--- src/rtl/cap_pkg.sv ---
// Package: shared offsets, bit positions and state type for the codec
// register access port. Assumes a byte-addressed host bus.
package cap_pkg;
    localparam logic [7:0] OFS_CMD_DATA = 8'h00;
    localparam logic [7:0] OFS_CMD_ADDR = 8'h04;
    localparam logic [7:0] OFS_RD_DATA  = 8'h08;
    localparam logic [7:0] OFS_RD_ADDR  = 8'h0C;
    localparam logic [7:0] OFS_STATUS   = 8'h10;
    localparam logic [7:0] OFS_SEM      = 8'h14;

    localparam int ST_WDONE_BIT = 0;
    localparam int ST_RDONE_BIT = 1;
    localparam int ST_RDY_BIT   = 3;

    typedef enum logic {
        ST_IDLE = 1'b0,
        ST_WAIT = 1'b1
    } txn_state_e;
endpackage

--- src/rtl/cap_txn_fsm.sv ---
// Transaction engine: accepts a launch when idle, holds the codec request
// with latched fields until acknowledge or until TMO_CYC cycles pass.
// Assumes link_ack is a single-cycle pulse given only while link_req is high.
module cap_txn_fsm #(
    parameter int IDX_W   = 7,
    parameter int DATA_W  = 16,
    parameter int TMO_CYC = 64,
    localparam int WORD_W = IDX_W + 2,
    localparam int CNT_W  = $clog2(TMO_CYC) + 1
) (
    input  logic              clk,
    input  logic              rst_n,
    input  logic              start_req,
    input  logic [WORD_W-1:0] start_word,
    input  logic [DATA_W-1:0] start_data,
    input  logic              link_ack,
    output logic              launched,
    output logic              busy,
    output logic              done_rd,
    output logic              done_wr,
    output logic [WORD_W-1:0] cur_word,
    output logic [DATA_W-1:0] cur_data
);
    import cap_pkg::*;

    txn_state_e       state_q;
    logic [CNT_W-1:0] cnt_q;
    logic             expire;

    assign busy     = (state_q == ST_WAIT);
    assign launched = start_req && (state_q == ST_IDLE);
    assign expire   = (cnt_q == CNT_W'(TMO_CYC - 1));
    assign done_rd  = busy && link_ack && cur_word[IDX_W];
    assign done_wr  = busy && link_ack && !cur_word[IDX_W];

    // Sequence launch, wait, and end on acknowledge or on budget expiry.
    always_ff @(posedge clk) begin
        if (!rst_n) begin
            state_q  <= ST_IDLE;
            cnt_q    <= '0;
            cur_word <= '0;
            cur_data <= '0;
        end else begin
            case (state_q)
                ST_IDLE: begin
                    if (start_req) begin
                        state_q  <= ST_WAIT;
                        cnt_q    <= '0;
                        cur_word <= start_word;
                        cur_data <= start_data;
                    end
                end
                ST_WAIT: begin
                    if (link_ack || expire) begin
                        state_q <= ST_IDLE;
                    end else begin
                        cnt_q <= cnt_q + 1'b1;
                    end
                end
                default: state_q <= ST_IDLE;
            endcase
        end
    end
endmodule

--- src/rtl/cap_cmd_regs.sv ---
// Host-visible register file: command data, launch decode, done flags,
// read-back capture and a registered read mux. Assumes one bus access per
// cycle, so a launch and a completion never share an edge.
module cap_cmd_regs #(
    parameter int IDX_W  = 7,
    parameter int DATA_W = 16,
    parameter int BUS_W  = 32,
    parameter int OFS_W  = 8,
    localparam int WORD_W = IDX_W + 2
) (
    input  logic              clk,
    input  logic              rst_n,
    input  logic              bus_sel,
    input  logic              bus_wr,
    input  logic [OFS_W-1:0]  bus_addr,
    input  logic [BUS_W-1:0]  bus_wdata,
    output logic [BUS_W-1:0]  bus_rdata,
    input  logic              codec_rdy,
    input  logic              launched,
    input  logic              busy,
    input  logic              done_rd,
    input  logic              done_wr,
    input  logic [WORD_W-1:0] cur_word,
    input  logic [DATA_W-1:0] link_rdata,
    output logic              addr_wr_stb,
    output logic [WORD_W-1:0] addr_wr_word,
    output logic [DATA_W-1:0] cmd_data,
    output logic              rd_done,
    output logic              wr_done
);
    import cap_pkg::*;

    logic [DATA_W-1:0] rd_data_q;
    logic [WORD_W-1:0] rd_addr_q;
    logic [WORD_W-1:0] last_word_q;
    logic [BUS_W-1:0]  rd_mux;
    logic [BUS_W-1:0]  status_w;
    logic              data_wr_stb;
    logic              unused_wbits;

    assign addr_wr_stb  = bus_sel && bus_wr && (bus_addr == OFS_W'(OFS_CMD_ADDR));
    assign data_wr_stb  = bus_sel && bus_wr && (bus_addr == OFS_W'(OFS_CMD_DATA));
    assign addr_wr_word = bus_wdata[WORD_W-1:0];
    assign unused_wbits = ^bus_wdata[BUS_W-1:DATA_W];

    // Assemble the status word from the flags and the ready input.
    always_comb begin
        status_w               = '0;
        status_w[ST_WDONE_BIT] = wr_done;
        status_w[ST_RDONE_BIT] = rd_done;
        status_w[ST_RDY_BIT]   = codec_rdy;
    end

    // Select the register addressed by a read; unmapped offsets give zero.
    always_comb begin
        rd_mux = '0;
        case (bus_addr)
            OFS_W'(OFS_CMD_DATA): rd_mux = BUS_W'(cmd_data);
            OFS_W'(OFS_CMD_ADDR): rd_mux = BUS_W'(last_word_q);
            OFS_W'(OFS_RD_DATA):  rd_mux = BUS_W'(rd_data_q);
            OFS_W'(OFS_RD_ADDR):  rd_mux = BUS_W'(rd_addr_q);
            OFS_W'(OFS_STATUS):   rd_mux = status_w;
            OFS_W'(OFS_SEM):      rd_mux = {busy, {(BUS_W-1){1'b0}}};
            default:              rd_mux = '0;
        endcase
    end

    // Update stored registers and flags, and register the read data.
    always_ff @(posedge clk) begin
        if (!rst_n) begin
            cmd_data    <= '0;
            rd_data_q   <= '0;
            rd_addr_q   <= '0;
            last_word_q <= '0;
            rd_done     <= 1'b0;
            wr_done     <= 1'b0;
            bus_rdata   <= '0;
        end else begin
            if (data_wr_stb) begin
                cmd_data <= bus_wdata[DATA_W-1:0];
            end
            if (launched) begin
                rd_done     <= 1'b0;
                wr_done     <= 1'b0;
                last_word_q <= addr_wr_word;
            end
            if (done_rd) begin
                rd_done   <= 1'b1;
                rd_data_q <= link_rdata;
                rd_addr_q <= cur_word;
            end
            if (done_wr) begin
                wr_done <= 1'b1;
            end
            if (bus_sel && !bus_wr) begin
                bus_rdata <= rd_mux;
            end
        end
    end
endmodule

--- src/rtl/cap_codec_port.sv ---
// Top of the codec register access port: ties the host register file to the
// transaction engine and drives the codec-side request interface.
// Assumes the codec side answers each request with one link_ack pulse.
module cap_codec_port #(
    parameter int IDX_W   = 7,
    parameter int DATA_W  = 16,
    parameter int BUS_W   = 32,
    parameter int OFS_W   = 8,
    parameter int TMO_CYC = 64,
    localparam int WORD_W = IDX_W + 2
) (
    input  logic              clk,
    input  logic              rst_n,
    input  logic              bus_sel,
    input  logic              bus_wr,
    input  logic [OFS_W-1:0]  bus_addr,
    input  logic [BUS_W-1:0]  bus_wdata,
    output logic [BUS_W-1:0]  bus_rdata,
    input  logic              codec_rdy,
    output logic              link_req,
    output logic              link_rnw,
    output logic              link_sec,
    output logic [IDX_W-1:0]  link_idx,
    output logic [DATA_W-1:0] link_wdata,
    input  logic              link_ack,
    input  logic [DATA_W-1:0] link_rdata
);
    logic              addr_wr_stb;
    logic [WORD_W-1:0] addr_wr_word;
    logic [DATA_W-1:0] cmd_data;
    logic              launched;
    logic              busy;
    logic              done_rd;
    logic              done_wr;
    logic [WORD_W-1:0] cur_word;
    logic              rd_done;
    logic              wr_done;

    assign link_req = busy;
    assign link_idx = cur_word[IDX_W-1:0];
    assign link_rnw = cur_word[IDX_W];
    assign link_sec = cur_word[IDX_W+1];

    cap_cmd_regs #(
        .IDX_W(IDX_W), .DATA_W(DATA_W), .BUS_W(BUS_W), .OFS_W(OFS_W)
    ) u_regs (
        .clk(clk), .rst_n(rst_n),
        .bus_sel(bus_sel), .bus_wr(bus_wr), .bus_addr(bus_addr),
        .bus_wdata(bus_wdata), .bus_rdata(bus_rdata),
        .codec_rdy(codec_rdy),
        .launched(launched), .busy(busy),
        .done_rd(done_rd), .done_wr(done_wr),
        .cur_word(cur_word), .link_rdata(link_rdata),
        .addr_wr_stb(addr_wr_stb), .addr_wr_word(addr_wr_word),
        .cmd_data(cmd_data), .rd_done(rd_done), .wr_done(wr_done)
    );

    cap_txn_fsm #(
        .IDX_W(IDX_W), .DATA_W(DATA_W), .TMO_CYC(TMO_CYC)
    ) u_fsm (
        .clk(clk), .rst_n(rst_n),
        .start_req(addr_wr_stb), .start_word(addr_wr_word),
        .start_data(cmd_data), .link_ack(link_ack),
        .launched(launched), .busy(busy),
        .done_rd(done_rd), .done_wr(done_wr),
        .cur_word(cur_word), .cur_data(link_wdata)
    );
endmodule

--- config.mk ---
export PLATFORM = sky130hd
export DESIGN_NAME = cap_codec_port
export DESIGN_NICKNAME = d
export VERILOG_FILES = /design/src/rtl/cap_pkg.sv /design/src/rtl/cap_txn_fsm.sv /design/src/rtl/cap_cmd_regs.sv /design/src/rtl/cap_codec_port.sv
export SDC_FILE = /design/constraint.sdc
export NUM_CORES = 1
export LEC_CHECK = 0
export ABC_CLOCK_PERIOD_IN_PS = 4100
export BUFFER_PORTS_ARGS = -buffer_cell sky130_fd_sc_hd__buf_2
export CORE_MARGIN = 2
export CORE_UTILIZATION = 55
export DETAILED_ROUTE_END_ITERATION = 8
export PLACE_DENSITY_LB_ADDON = 0.2
export SETUP_SLACK_MARGIN = 0.4
export SLEW_MARGIN = 20
export SYNTH_ARGS = -nofsm -noshare
export SYNTH_HDL_FRONTEND = slang
export SYNTH_SLANG_ARGS = --single-unit
export TNS_END_PERCENT = 30
--- constraint.sdc ---
create_clock -name clk -period 4.1 [get_ports clk]
set_input_delay 0.41 -clock clk [delete_from_list [all_inputs] [get_ports clk]]
set_output_delay 0.41 -clock clk [all_outputs]
set_load 0.005 [all_outputs]
==> out/metrics.yaml <==
logic_synthesis:
  synthCells: 451
  synth_largest_area_cell: "dfxtp_1"
  synth_top_flop_cell: "dfxtp_1"
  synth-edff-count: 0
  synth_top_area_share_pct: 48.0
  yosysMostFrequentCell: "nand2_1"
  yosys_warnings: 0
  synth_cell_type_count: 40
  ys_top_cells_by_area: "dfxtp_1 (48%), nand2_1 (11%), a21oi_1 (7.4%)"
  synth.avg_cell_area_um2: 8.60
  async_flop_share_pct: 0
  synth_seq_cells: 93
  synth.yosys.seq_area_share_pct: 48.0
  synth_commonest_cells: "nand2_1 (112), dfxtp_1 (93), a21oi_1 (57)"
  synth_area_mm2: 0.00388
place:
  gp_congestion: 0.811
  placement.setup.worst_slack_ns: 1.45
  numPortBuffers: 88
  dp_hpwl_um: 6030
setup_path:
  crit_arrival_ns: 2.57
  reg2reg_depth: 5
  timing.rr.start: "u_fsm.busy"
  cp.required_ns: 4.32
  regToRegSetupSlack_ns: 1.75
  crit_path_start: "u_fsm.busy"
  timing.rr.end: "u_fsm.cur_data[4]"
  end_kind: "register"
  critPathMaxFanout: 20
  crit_type: "reg2reg"
  cp-endpoint: "u_fsm.cur_data[4]"
  cp-start-kind: "register"
pwr:
  p_leak_nw: 1.77
  p_int_mw: 1.29
  power_density_mw_per_mm2: 368
  peakVddDrop_mv: 0.273
  p_seq_share_pct: 54.3
  p_comb_share_pct: 4.3
  p_switching_mw: 0.370
  p_clk_share_pct: 41.4
  power_switching_share_pct: 22.2
hold_path:
  hold_depth: 3
  hold_class: "in2reg"
floorplanning:
  die_x_um: 88.0
  coreArea_mm2: 0.00679
  die_h_um: 88.0
  dieArea_mm2: 0.00774
  rows: 30
  start_util_pct: 57.1
  ios: 120
global_route:
  grt_max_degree: 59
  grt_pass1_vias: 3048
  antenna_found_initial: 0
  grt_use_total_pct: 23.8
  grt_overflow_total: 0
  grt_pass1_wl_um: 14200
sta:
  post-route-period-util_pct: 57.4
  finalHoldViolCount: 0
  rsz0062_at_grt: "no"
  worst_slew_pin_slew_ns: 1.11
  max_slew_margin_pct: 25.2
  layout_setup_ws_ns: 1.75
  whs_ns: 0.288
  period_minus_slack_ns: 2.35
  finalSetupViolCount: 0
  slew_viol_final: 0
  tns_ns: 0
  fmax_ghz: 0.425
  finClkSkew_ns: 0.00934
clock_tree:
  path_clk_slew_ns: 0.10
  cts.sinks: 93
  cts_tree: "done"
  post_cts_buffers: 0
  cts_buffer_depth: 2
  cts_hold_buf: 0
  clkLatencyLatePin_ns: 0.35
  root_buffer: "clkbuf_8"
  cts_buffers: 9
  h-tree-depth: 3
  cts-resized-gates: 0
route:
  drtAntennaViolNets: 0
  dr.first_iter.drc_count: 234
  via_per_inst: 5.35
  wl_um: 8970
  first_pass_iters: 4
  dr_total_vias: 3336
  routedWlPerCell_um: 14.4
  drc: 0
status:
  outcome: "completed"
job:
  max_cap_violations: 0
finish:
  areaGrowthSynthToFinish_pct: 16.5
  fin_nets: 585
  num_antenna_cells: 0
  drive_gt1_share_pct: 22.2
  fin_util_pct: 66.5
## how the worst min path moves through the flow
stage,to,start
CTS,u_regs.cmd_data[12],bus_wdata[12]
finish,u_regs.cmd_data[12],bus_wdata[12]
global placement,u_fsm.cur_data[2],u_fsm.cur_data[2]
global route,u_regs.cmd_data[11],bus_wdata[11]
floorplan,u_regs.rd_addr_q[2],u_regs.rd_addr_q[2]
detailed placement,u_regs.rd_addr_q[8],u_regs.rd_addr_q[8]
## logic make-up after synthesis
group / share of synthesized area, %
AOI/OAI and AO/OA: 13.6
adders and majority gates: 0.322
buffers and inverters: 6.38
DFF: 48.0
muxes: 10.4
other: 0.0967
and+or+nand+nor: 21.1
## layout by cell type (no fill, tap or decap), drive strengths merged, types with 3 or more instances in the layout
cell type / n
nor2b: 7
a31oi: 3
o31ai: 3
nand3: 5
nand3b: 4
o21ai: 7
nand2: 112
a2bb2oi: 7
nor2: 37
nand2b: 3
a21oi: 57
conb: 15
nand4: 3
clkbuf: 10
mux4: 6
a22o: 6
buf: 92
mux2i: 27
dfxtp: 93
inv: 4
## power groups by stage
stage	Combinational, mW	Clock (mW)	Sequential [mW]
CTS	0.0705	0.697	0.903
global route	0.0782	0.733	0.903
detailed placement	0.0702	0	0.924
global placement	0.0699	0	0.924
finish	0.0707	0.688	0.903
floorplan	0.0493	0	0.924
## worst max-delay path, cell delays in order, from the launching register on
cell	delay [ns]
dfxtp_1	0.46
and4b_1	0.33
nand4_1	0.78
buf_4	0.50
nand2_1	0.09
a21oi_1	0.05
## state kept, by name (all words and copies together) (netlist names)
register / count
u_regs.wr_done: 1
u_regs.bus_rdata: 17
u_regs.rd_addr_q: 9
u_fsm.busy: 1
u_fsm.cnt_q: 7
u_regs.rd_done: 1
u_regs.cmd_data: 16
u_fsm.cur_word: 8
u_fsm.cur_data: 16
u_regs.last_word_q: 1
u_regs.rd_data_q: 16
## metrics by stage
stage	cells	total power, mW	instance area [µm²]
2_1_floorplan	465	0.973	3930
3_3_place_gp	607	0.994	4290
3_5_place_dp	607	0.994	4290
4_1_cts	623	1.67	4520
5_1_grt	623	1.71	4520
6_report	623	1.66	4520
## layout make-up
cell class / count / area [µm²]
well taps: 96 / 120
clock buffers: 10 / 138
repair buffers: 92 / 470
fillers: 583 / 2270
multi-input cells: 324 / 1830
clock inverters: 6 / 92.6
inverters: 2 / 7.51
flip-flops and latches: 93 / 1860
## metal layers
layer,up-vias,GRT usage (%),share of wire [%]
li1,1648,-,-
met1,1582,30.3,45
met2,97,39.5,48
met3,9,5.66,5.5
met4,0,8.81,1.5
met5,-,0,0
Power figures use the tool's default switching activity.
